$ cat src/rtl/rngr_pkg.sv
package rngr_pkg;

    localparam logic [7:0] OPC_RANGE = 8'h55;
    localparam logic [7:0] OPC_TEMP  = 8'h50;

    typedef enum logic [1:0] {
        RX_IDLE,
        RX_START,
        RX_DATA,
        RX_STOP
    } rx_state_t;

    typedef enum logic [1:0] {
        TX_IDLE,
        TX_START,
        TX_DATA,
        TX_STOP
    } tx_state_t;

    typedef enum logic [1:0] {
        SQ_IDLE,
        SQ_LAUNCH,
        SQ_WAIT,
        SQ_GAP
    } sq_state_t;

endpackage

$ cat src/rtl/rngr_uart_rx.sv
module rngr_uart_rx
    import rngr_pkg::*;
#(
    parameter int BIT_CYCLES = 16
) (
    input  logic       clk,
    input  logic       rst_n,
    input  logic       rx_async,
    output logic [7:0] rx_byte,
    output logic       rx_valid
);

    localparam int CW      = $clog2(BIT_CYCLES + 1);
    localparam int FULL_M1 = BIT_CYCLES - 1;
    localparam int HALF_M1 = BIT_CYCLES / 2 - 1;

    logic          sync_a, sync_b, sync_c;
    logic          line_fall;
    rx_state_t     st_q, st_d;
    logic [CW-1:0] cnt;
    logic [2:0]    bit_idx;
    logic [7:0]    shreg;
    logic          at_full, at_half;

    // two-flop synchroniser plus one history stage for edge detection
    always_ff @(posedge clk or negedge rst_n) begin
        if (!rst_n) begin
            sync_a <= 1'b1;
            sync_b <= 1'b1;
            sync_c <= 1'b1;
        end else begin
            sync_a <= rx_async;
            sync_b <= sync_a;
            sync_c <= sync_b;
        end
    end

    assign line_fall = sync_c & ~sync_b;
    assign at_full   = (cnt == CW'(FULL_M1));
    assign at_half   = (cnt == CW'(HALF_M1));

    // state register
    always_ff @(posedge clk or negedge rst_n) begin
        if (!rst_n) st_q <= RX_IDLE;
        else        st_q <= st_d;
    end

    always_comb begin
        st_d = st_q;
        unique case (st_q)
            RX_IDLE:  if (line_fall) st_d = RX_START;
            RX_START: if (at_half)   st_d = sync_b ? RX_IDLE : RX_DATA;
            RX_DATA:  if (at_full && bit_idx == 3'd7) st_d = RX_STOP;
            RX_STOP:  if (at_full)   st_d = RX_IDLE;
            default:                 st_d = RX_IDLE;
        endcase
    end

    // outputs and datapath
    always_ff @(posedge clk or negedge rst_n) begin
        if (!rst_n) begin
            cnt      <= '0;
            bit_idx  <= '0;
            shreg    <= '0;
            rx_byte  <= '0;
            rx_valid <= 1'b0;
        end else begin
            rx_valid <= 1'b0;
            if (st_q == RX_IDLE || st_d != st_q || at_full) cnt <= '0;
            else                                            cnt <= cnt + 1'b1;
            if (st_q == RX_START) bit_idx <= '0;
            if (st_q == RX_DATA && at_full) begin
                shreg   <= {sync_b, shreg[7:1]};
                bit_idx <= bit_idx + 1'b1;
            end
            if (st_q == RX_STOP && at_full && sync_b) begin
                rx_byte  <= shreg;
                rx_valid <= 1'b1;
            end
        end
    end

    // a received byte is reported for exactly one cycle
    p_valid_single_r5: assert property (@(posedge clk) disable iff (!rst_n)
        rx_valid |=> !rx_valid);

    // a byte is only reported as the stop state ends
    p_valid_after_stop_r5: assert property (@(posedge clk) disable iff (!rst_n)
        rx_valid |-> $past(st_q) == RX_STOP);

endmodule

$ cat src/rtl/rngr_uart_tx.sv
module rngr_uart_tx
    import rngr_pkg::*;
#(
    parameter int BIT_CYCLES = 16
) (
    input  logic       clk,
    input  logic       rst_n,
    input  logic       tx_go,
    input  logic [7:0] tx_data,
    output logic       tx_line,
    output logic       tx_done
);

    localparam int CW      = $clog2(BIT_CYCLES + 1);
    localparam int FULL_M1 = BIT_CYCLES - 1;

    tx_state_t     st_q, st_d;
    logic [CW-1:0] cnt;
    logic [2:0]    bit_idx;
    logic [7:0]    shreg;
    logic          at_full;

    assign at_full = (cnt == CW'(FULL_M1));

    // state register
    always_ff @(posedge clk or negedge rst_n) begin
        if (!rst_n) st_q <= TX_IDLE;
        else        st_q <= st_d;
    end

    always_comb begin
        st_d = st_q;
        unique case (st_q)
            TX_IDLE:  if (tx_go)   st_d = TX_START;
            TX_START: if (at_full) st_d = TX_DATA;
            TX_DATA:  if (at_full && bit_idx == 3'd7) st_d = TX_STOP;
            TX_STOP:  if (at_full) st_d = TX_IDLE;
            default:               st_d = TX_IDLE;
        endcase
    end

    // datapath
    always_ff @(posedge clk or negedge rst_n) begin
        if (!rst_n) begin
            cnt     <= '0;
            bit_idx <= '0;
            shreg   <= '0;
        end else begin
            if (st_q == TX_IDLE || at_full) cnt <= '0;
            else                            cnt <= cnt + 1'b1;
            if (st_q == TX_IDLE && tx_go) begin
                shreg   <= tx_data;
                bit_idx <= '0;
            end
            if (st_q == TX_DATA && at_full) begin
                shreg   <= {1'b1, shreg[7:1]};
                bit_idx <= bit_idx + 1'b1;
            end
        end
    end

    // outputs
    always_comb begin
        tx_line = 1'b1;
        tx_done = 1'b0;
        unique case (st_q)
            TX_IDLE:  tx_line = 1'b1;
            TX_START: tx_line = 1'b0;
            TX_DATA:  tx_line = shreg[0];
            TX_STOP: begin
                tx_line = 1'b1;
                tx_done = at_full;
            end
            default:  tx_line = 1'b1;
        endcase
    end

    // a new frame is only requested while the transmitter is idle
    p_go_when_idle_r4: assert property (@(posedge clk) disable iff (!rst_n)
        tx_go |-> st_q == TX_IDLE);

    // completion is a single-cycle event
    p_done_single_r4: assert property (@(posedge clk) disable iff (!rst_n)
        tx_done |=> !tx_done);

endmodule

$ cat src/rtl/rngr_reply_seq.sv
module rngr_reply_seq
    import rngr_pkg::*;
#(
    parameter int GAP_CYCLES = 16
) (
    input  logic        clk,
    input  logic        rst_n,
    input  logic [7:0]  rx_byte,
    input  logic        rx_valid,
    input  logic [15:0] dist_in,
    input  logic [7:0]  temp_in,
    input  logic        tx_done,
    output logic        tx_go,
    output logic [7:0]  tx_data,
    output logic        busy,
    output logic        cmd_seen
);

    localparam int GW     = $clog2(GAP_CYCLES + 1);
    localparam int GAP_M1 = GAP_CYCLES - 1;

    sq_state_t     st_q, st_d;
    logic [15:0]   payload;
    logic [1:0]    left;
    logic [GW-1:0] gcnt;
    logic          is_range, is_temp, accept;

    assign is_range = (rx_byte == OPC_RANGE);
    assign is_temp  = (rx_byte == OPC_TEMP);
    assign accept   = (st_q == SQ_IDLE) && rx_valid && (is_range || is_temp);

    // state register
    always_ff @(posedge clk or negedge rst_n) begin
        if (!rst_n) st_q <= SQ_IDLE;
        else        st_q <= st_d;
    end

    always_comb begin
        st_d = st_q;
        unique case (st_q)
            SQ_IDLE:   if (accept) st_d = SQ_LAUNCH;
            SQ_LAUNCH: st_d = SQ_WAIT;
            SQ_WAIT:   if (tx_done) st_d = (left == 2'd1) ? SQ_IDLE : SQ_GAP;
            SQ_GAP:    if (gcnt == GW'(GAP_M1)) st_d = SQ_LAUNCH;
            default:   st_d = SQ_IDLE;
        endcase
    end

    // outputs and payload
    always_ff @(posedge clk or negedge rst_n) begin
        if (!rst_n) begin
            payload  <= '0;
            left     <= '0;
            gcnt     <= '0;
            cmd_seen <= 1'b0;
        end else begin
            cmd_seen <= accept;
            if (accept) begin
                payload <= is_range ? dist_in : {temp_in, 8'h00};
                left    <= is_range ? 2'd2 : 2'd1;
            end
            if (st_q == SQ_WAIT && tx_done) begin
                payload <= {payload[7:0], 8'h00};
                left    <= left - 1'b1;
            end
            if (st_q == SQ_GAP) gcnt <= gcnt + 1'b1;
            else                gcnt <= '0;
        end
    end

    assign tx_go   = (st_q == SQ_LAUNCH);
    assign tx_data = payload[15:8];
    assign busy    = (st_q != SQ_IDLE);

    // a command-seen pulse follows a received byte
    p_seen_source_r6: assert property (@(posedge clk) disable iff (!rst_n)
        cmd_seen |-> $past(rx_valid));

    // the command-seen pulse is one cycle wide
    p_seen_single_r6: assert property (@(posedge clk) disable iff (!rst_n)
        cmd_seen |=> !cmd_seen);

    // busy only drops after the transmitter reports the final frame
    p_busy_end_r8: assert property (@(posedge clk) disable iff (!rst_n)
        $fell(busy) |-> $past(tx_done));

endmodule

$ cat src/rtl/rngr_responder.sv
module rngr_responder
    import rngr_pkg::*;
#(
    parameter int BIT_CYCLES = 16,
    parameter int GAP_CYCLES = 20
) (
    input  logic        clk,
    input  logic        rst_n,
    input  logic        rx_line,
    output logic        tx_line,
    input  logic [15:0] dist_in,
    input  logic [7:0]  temp_in,
    output logic        busy,
    output logic        cmd_seen
);

    localparam int GAP_EFF = (GAP_CYCLES < BIT_CYCLES) ? BIT_CYCLES : GAP_CYCLES;

    logic [7:0] rx_byte;
    logic       rx_valid;
    logic       tx_go;
    logic [7:0] tx_data;
    logic       tx_done;

    rngr_uart_rx #(.BIT_CYCLES(BIT_CYCLES)) u_rx (
        .clk      (clk),
        .rst_n    (rst_n),
        .rx_async (rx_line),
        .rx_byte  (rx_byte),
        .rx_valid (rx_valid)
    );

    rngr_reply_seq #(.GAP_CYCLES(GAP_EFF)) u_seq (
        .clk      (clk),
        .rst_n    (rst_n),
        .rx_byte  (rx_byte),
        .rx_valid (rx_valid),
        .dist_in  (dist_in),
        .temp_in  (temp_in),
        .tx_done  (tx_done),
        .tx_go    (tx_go),
        .tx_data  (tx_data),
        .busy     (busy),
        .cmd_seen (cmd_seen)
    );

    rngr_uart_tx #(.BIT_CYCLES(BIT_CYCLES)) u_tx (
        .clk     (clk),
        .rst_n   (rst_n),
        .tx_go   (tx_go),
        .tx_data (tx_data),
        .tx_line (tx_line),
        .tx_done (tx_done)
    );

    // each frame is launched from an idle-high line
    p_launch_from_idle_r4: assert property (@(posedge clk) disable iff (!rst_n)
        tx_go |-> tx_line);

    // a launch only happens while the responder reports busy
    p_launch_busy_r8: assert property (@(posedge clk) disable iff (!rst_n)
        tx_go |-> busy);

endmodule

$ cat config.mk
export PLATFORM = sky130hd
export DESIGN_NAME = rngr_responder
export DESIGN_NICKNAME = d
export VERILOG_FILES = /design/src/rtl/rngr_pkg.sv /design/src/rtl/rngr_uart_rx.sv /design/src/rtl/rngr_uart_tx.sv /design/src/rtl/rngr_reply_seq.sv /design/src/rtl/rngr_responder.sv
export SDC_FILE = /design/constraint.sdc
export NUM_CORES = 1
export LEC_CHECK = 0
export BUFFER_PORTS_ARGS = -buffer_cell sky130_fd_sc_hd__buf_2
export CAP_MARGIN = 15
export CORE_MARGIN = 2
export CORE_UTILIZATION = 45
export CTS_CLUSTER_DIAMETER = 120
export DETAILED_ROUTE_END_ITERATION = 7
export GPL_TIMING_DRIVEN = 0
export PLACE_DENSITY = 0.7
export SLEW_MARGIN = 20
export SYNTH_ARGS = -nofsm -noshare
export SYNTH_HDL_FRONTEND = slang
export SYNTH_SLANG_ARGS = --single-unit
export TNS_END_PERCENT = 20
$ cat constraint.sdc
create_clock -name clk -period 1.9 [get_ports clk]
set_input_delay 0.475 -clock clk [delete_from_list [all_inputs] [get_ports clk]]
set_output_delay 0.475 -clock clk [all_outputs]
set_load 0.01 [all_outputs]
==> results by group, run 1 <==
Outcome
  • Outcome: finished with violations
  • Failing checks: setup timing

Yosys
  • Asr flop ratio synth: 100%
  • Syn nets: 347
  • Post-Synth Adder-Cell Area: 6.49%
  • Post-Synth XOR/XNOR Area: 2.02%
  • Top FF cell, synth: dfrtp_1
  • Seq/Total Area, Yosys: 53.5%
  • Syn_area_per_cell: 11.5 µm²
  • Compound-Gate Fraction of Synth Area: 10.6%
  • Syn Inst Count: 302
  • Synth area leaders: dfrtp_1, ha_1, mux2i_1
  • Largest family of logic cells by synthesized area: simple AND/OR/NAND/NOR gates
  • Dominant cell type by area after synthesis: dfrtp_1
  • Synth Area in Simple Gates: 15.9%
  • Top-area cell type share of the netlist area: 51.2%
  • Netlist cell types: 42
  • Post-synth EDFFs: 0
  • Synthesized area: 0.00347 mm²
  • Register bit total from synthesis: 74
  • Synth Warn #: 0
  • Mux contribution to synthesized area: 8.73%

Global routing
  • Vias in the first global route: 2474
  • Gr usage total: 16.9%
  • Largest net degree at the start of global routing: 56
  • Global-route wire length before repair: 11.4 mm
  • GRT overflow: 0
  • Initial antenna violation count: 0

Clock network
  • Worst-skew pair later-pin latency: 340 ps
  • Clock Tree Buf Depth: 2
  • CTS tree: done
  • TritonCTS Buffers: 9
  • CTS Root Cell: clkbuf_8
  • Clk slew on worst S/H paths: 80 ps
  • Hold_buf cts: 0
  • Clock sinks: 74
  • H-tree Lvls: 3

STA
  • Worst slew margin: 73.4%
  • Final Critical Period: 1950 ps
  • Clock Skews: 8.76 ps
  • Slew Viols, Final: 0
  • Worst Slack Setup Final: -45.3 ps
  • Fin. Hold Viols: 0
  • Sum Neg Setup Slack: -76.1 ps
  • Final period utilization: 102%
  • # setup viols final: 4
  • Least-Margin Pin Slew: 398 ps
  • Highest clock rate: 514 MHz
  • RSZ-0062 raised after global routing: yes

Critical path
  • Data required time of the critical path: 2130 ps
  • CP max stage cell: dfrtp_1
  • Crit Reg-Reg Endpoint: u_tx.st_q[1]
  • WP buf/inv: 1
  • Ordered list of cells on the worst path: ha_2 > and3_4 > ha_4 > clkbuf_8 > nand2_1 > a221oi_2 > mux2_2
  • Worst r2r path cells: 7
  • Startpoint Class: flop
  • Critical path's top delay family: flip-flops
  • Type of the worst setup path: reg2reg
  • Crit Path Max Fanout: 10
  • R2r setup slk: -50 ps
  • Critical path depth: 7
  • Slowest stage delay, CP: 370 ps
  • FF-to-FF Start: u_tx.cnt[0]
  • CP arrival: 2170 ps
  • Worst Setup End Kind: flop

Routing
  • Vias: 2391
  • Initial DRT Pass Iterations: 4
  • Vias per Instance: 5.25
  • DR WL/cell: 14.6 µm
  • Drt drc: 0
  • Post-route ant nets: 0
  • Drt total wl: 6.64 mm
  • DRT iter0 DRCs: 69

Layout
  • Area growth syn-to-layout: 23.4%
  • Layout cells sized above 1: 34.0%
  • Fin nets: 394
  • Most frequent cells in the layout: dfrtp_1, nand2_1, buf_2, nor2_1, ha_1
  • Final Util: 56.3%
  • Commonest non-fill, non-tap cell in the layout: dfrtp_1
  • Post-Layout Cell Count: 455
  • Ant. Diodes: 0

Floorplan
  • Die ar.: 0.00843 mm²
  • DIE HEIGHT: 91.8 µm
  • Die X: 91.8 µm
  • Num ports: 30
  • Core Area: 0.00761 mm²
  • Row cnt: 32
  • Starting Density: 45.6%

Placement
  • Placed Cells: 434
  • Pre-CTS setup slack: -362 ps
  • Hpwl dp: 4.48 mm
  • I/O Buffers: 29
  • RePlAce Congestion: 0.737

Power
  • Power Density: 814 mW/mm²
  • Worst VDD drop: 0.606 mV
  • Leak pwr: 2.12 nW
  • Overall power: 3.48 mW

Min path
  • Hold Crit Class: in2async

Job
  • MaxCap Viol Count: 0
## worst max path at each step
stage	startpoint	endpoint	slack (ps)
after floorplan	u_rx.rx_byte[5]	u_seq.payload[10]	-50
after global placement	u_rx.rx_byte[5]	u_seq.payload[15]	-310
after detailed placement	u_rx.rx_byte[5]	u_seq.payload[9]	-360
after CTS	u_rx.rx_byte[1]	u_seq.payload[13]	-90
after global routing	u_tx.cnt[0]	u_tx.st_q[1]	-160
final	u_tx.cnt[0]	u_tx.st_q[1]	-50
## where the power goes
part	internal, mW	switching, mW	leakage [nW]
logic	0.137	0.197	1.03
registers	1.66	0.0531	0.967
clock network	0.898	0.544	0.118
total	2.69	0.794	2.12
## per-stage QoR
step	cell area (µm²)	hold slack (ps)
floorplan	3480	179
global placement	3760	350
detailed placement	3790	349
CTS	4200	2.42
global route	4280	11.8
finish	4280	11.0
## cell usage after synthesis, types with 5 or more instances
master	number
dfrtp_1	71
nand2_1	41
mux2i_1	19
ha_1	18
nand3_1	16
nor2_1	16
a22o_1	13
a21oi_1	11
inv_1	11
mux2_2	10
o211ai_2	8
clkbuf_1	7
and2_1	5
nor3_1	5
## metal layers
| layer | GRT usage (%) | up-vias | wire (µm) | share of wire [%] |
|---|---|---|---|---|
| met4 | 5.85 | 0 | 61 | 0.92 |
| met3 | 4.03 | 6 | 228 | 3.4 |
| met2 | 28.5 | 40 | 3420 | 52 |
| met1 | 21.5 | 1187 | 2920 | 44 |
| li1 | - | 1158 | - | - |
| met5 | 0 | - | 0 | 0 |
## logic make-up (layout without fill, tap and decap cells)
family | after synthesis | after routing
simple gates | 106 | 106
flops | 74 | 74
xor+xnor | 8 | 8
fa+ha+maj | 18 | 18
compound gates | 45 | 45
mux | 29 | 29
buf+inv | 22 | 73
## sequential cells by signal (all words and copies together) (netlist names), 2 cells and up
| name | cells |
|---|---|
| u_seq.payload | 16 |
| u_rx.rx_byte | 8 |
| u_rx.shreg | 8 |
| u_tx.shreg | 8 |
| u_rx.cnt | 5 |
| u_seq.gcnt | 5 |
| u_tx.cnt | 5 |
| u_rx.bit_idx | 3 |
| u_tx.bit_idx | 3 |
| u_rx.st_q | 2 |
| u_seq.left | 2 |
| u_seq.st_q | 2 |
| u_tx.st_q | 2 |
## timing repair
action | CTS | global route
endpoints found under the setup margin | 49 | 41
resized for setup | 29 | 19
buffers inserted | 7 | 4
pin swaps | 7 | 11
## cell type report
cell class                 instances  area (µm²)
inverter                          12        46.3
tap                              102         128
buffer                             5        33.8
timing repair buffer              41         278
clock buffer                      10         138
sequential                        74        1860
multi-input combinational        206        1700
clock inverter                     5         103
fill                             636        3330
Note: power is estimated with default switching activity, not from simulation.
==> run 2, diff against run 1 <==
Settings changed: PLACE_DENSITY 0.7 to 0.68.
Clock period 1.9 ns to 2 ns, I/O delays scaled along.
==> run 2 against run 1 <==
Net effect:
- the run now ends clean
- first-iteration DRC count rose by 35%
- non-clock buffer count is 1 higher
- clock skew grew 1.1 ps
- register-to-register slack better by 80 ps
- largest cell class unchanged
==> results by group, run 2 (synthesis gave the netlist of run 1 again) <==
Outcome
  • Outcome: finished, final reports clean (was finished with violations)

Layout
  • Ant. Diodes: 0 (unchanged)
  • Fin nets: 395 (was 394)
  • Most frequent cells in the layout: dfrtp_1, nand2_1, buf_2, nand3_1, nor2_1 (was dfrtp_1, nand2_1, buf_2, nor2_1, ha_1)
  • Layout cells sized above 1: 31.0% (was 34.0%)
  • Layout filler cell count: 679 (was 636)
  • Area growth syn-to-layout: 21.0% (was 23.4%)
  • Final Util: 55.2% (was 56.3%)
  • Post-route cell area: 0.00420 mm² (was 0.00428 mm²)
  • Biggest register: u_seq.payload (unchanged)
  • Max reg flops: 16 (unchanged)
  • Post-Layout Cell Count: 457 (was 455)
  • Commonest non-fill, non-tap cell in the layout: dfrtp_1 (unchanged)

Power
  • Leak pwr: 2.07 nW (was 2.12 nW)
  • Worst VDD drop: 0.870 mV (was 0.606 mV)
  • Power Density: 787 mW/mm² (was 814 mW/mm²)

Placement
  • Placed Cells: 434 (unchanged)
  • Hpwl dp: 4.44 mm (was 4.48 mm)
  • RePlAce Congestion: 0.761 (was 0.737)
  • DP Area: 0.00378 mm² (was 0.00379 mm²)
  • I/O Buffers: 29 (unchanged)

Job
  • MaxCap Viol Count: 0 (unchanged)

Critical path
  • Critical path capture point: u_tx.st_q[1] (unchanged)
  • FF-to-FF Start: u_tx.cnt[0] (unchanged)
  • Startpoint Class: flop (unchanged)
  • Crit Reg-Reg Endpoint: u_tx.st_q[1] (unchanged)
  • R2r setup slk: 40 ps (was -50 ps)
  • Crit Path Max Fanout: 10 (unchanged)
  • Critical path origin: u_tx.cnt[0] (unchanged)
  • Data required time of the critical path: 2240 ps (was 2130 ps)
  • Type of the worst setup path: reg2reg (unchanged)
  • Worst r2r path cells: 7 (unchanged)
  • CP arrival: 2200 ps (was 2170 ps)
  • Worst Setup End Kind: flop (unchanged)

STA
  • Highest clock rate: 510 MHz (was 514 MHz)
  • Final period utilization: 98.1% (was 102%)
  • Final Critical Period: 1960 ps (was 1950 ps)
  • RSZ-0062 raised after global routing: yes (unchanged)
  • # setup viols final: 0 (was 4)
  • Least-Margin Pin Slew: 497 ps (was 398 ps)
  • Worst slew margin: 66.7% (was 73.4%)
  • Clock Skews: 9.89 ps (was 8.76 ps)
  • Slew Viols, Final: 0 (unchanged)
  • Final hold slack: 33.2 ps (was 11.0 ps)
  • Fin. Hold Viols: 0 (unchanged)
  • Sum Neg Setup Slack: 0 ps (was -76.1 ps)

Clock network
  • TritonCTS Buffers: 9 (unchanged)
  • CTS Root Cell: clkbuf_8 (unchanged)
  • Clk slew on worst S/H paths: 80 ps (about the same)
  • Clock Tree Buf Depth: 2 (unchanged)
  • CTS tree: done (unchanged)
  • H-tree Lvls: 3 (unchanged)
  • Worst-skew pair later-pin latency: 350 ps (was 340 ps)
  • Hold_buf cts: 0 (unchanged)
  • Clock sinks: 74 (unchanged)

Routing
  • Vias: 2357 (was 2391)
  • Post-route ant nets: 0 (unchanged)
  • Drt drc: 0 (unchanged)
  • Initial DRT Pass Iterations: 4 (unchanged)
  • DR WL/cell: 13.9 µm (was 14.6 µm)
  • DRT iter0 DRCs: 93 (was 69)
  • Vias per Instance: 5.16 (was 5.25)
  • Drt total wl: 6.37 mm (was 6.64 mm)

Global routing
  • Vias in the first global route: 2358 (was 2474)
  • GRT overflow: 0 (unchanged)
  • Global-route wire length before repair: 11.0 mm (was 11.4 mm)
  • Largest net degree at the start of global routing: 55 (was 56)
  • Gr usage total: 16.5% (was 16.9%)
  • Initial antenna violation count: 0 (unchanged)

Floorplan
  • Die X: 91.8 µm (unchanged)
  • Row cnt: 32 (unchanged)
  • Num ports: 30 (unchanged)
  • Core Area: 0.00761 mm² (unchanged)
  • Starting Density: 45.6% (unchanged)
  • Die ar.: 0.00843 mm² (unchanged)
  • DIE HEIGHT: 91.8 µm (unchanged)

Min path
  • Hold Crit Class: in2async (unchanged)
[run 2: changes by cell type in the layout (fill, tap and decap cells not counted), sizes merged]
cell	previous run	this run
clkbuf	15	13
clkinv	2	3
inv	11	12
buf	41	43
[run 2: metal layers]
metal / up-vias / global-route usage (%) / share of wire [%]
li1: 1164 / - / -
met1: 1152 / 21.8 / 47
met2: 30 / 26.0 / 48
met3: 11 / 5.01 / 3.6
met4: 0 / 5.85 / 1.9
met5: - / 0 / 0
[run 2: layout make-up]
class                           instances  area, µm²  area share [%]
Sequential cell                        74       1860            44.2
Multi-Input combinational cell        206       1620            38.7
Timing Repair Buffer                   40        259            6.17
Tap cell                              102        128            3.04
Clock buffer                            9        124            2.95
Clock inverter                          7        116            2.77
Inverter                               12       46.3            1.10
Buffer                                  7       43.8            1.04
[run 2: metrics by stage]
step	setup WS [ps]	total power, mW
2_1_floorplan	-5.84	1.84
3_3_place_gp	-236	1.94
3_5_place_dp	-278	1.96
4_1_cts	-101	3.35
5_1_grt	-55.0	3.47
6_report	37.5	3.30
[run 2: worst min path at each step]
stage / end / startpoint / slack, ps
floorplan: u_rx.bit_idx[0] / rst_n / 200
global placement: u_rx.sync_b / u_rx.sync_a / 350
detailed placement: u_rx.sync_b / u_rx.sync_a / 350
CTS: u_tx.shreg[7] / rst_n / 20
global route: u_tx.cnt[3] / rst_n / 40
finish: u_tx.cnt[3] / rst_n / 30
[run 2: worst max-delay path, cell delays in order (launching register included)]
cell and delay [ps]:
dfrtp_1 380, ha_1 190, and3_1 180, ha_2 210, buf_4 180, nand2_1 80, a221oi_2 270, mux2_2 370
[run 2: power breakdown]
group          switching (mW)  internal [mW]  leakage [nW]
combinational           0.181          0.127         0.981
sequential             0.0525           1.57         0.967
clock                   0.544          0.828         0.120
[run 2: repair_timing]
action                                  4_1_cts  5_1_grt
buffers inserted                              5        4
resized for setup                            16       22
pin swaps                                     4        7
gates cloned                                  0        1
endpoints found under the setup margin       40       49
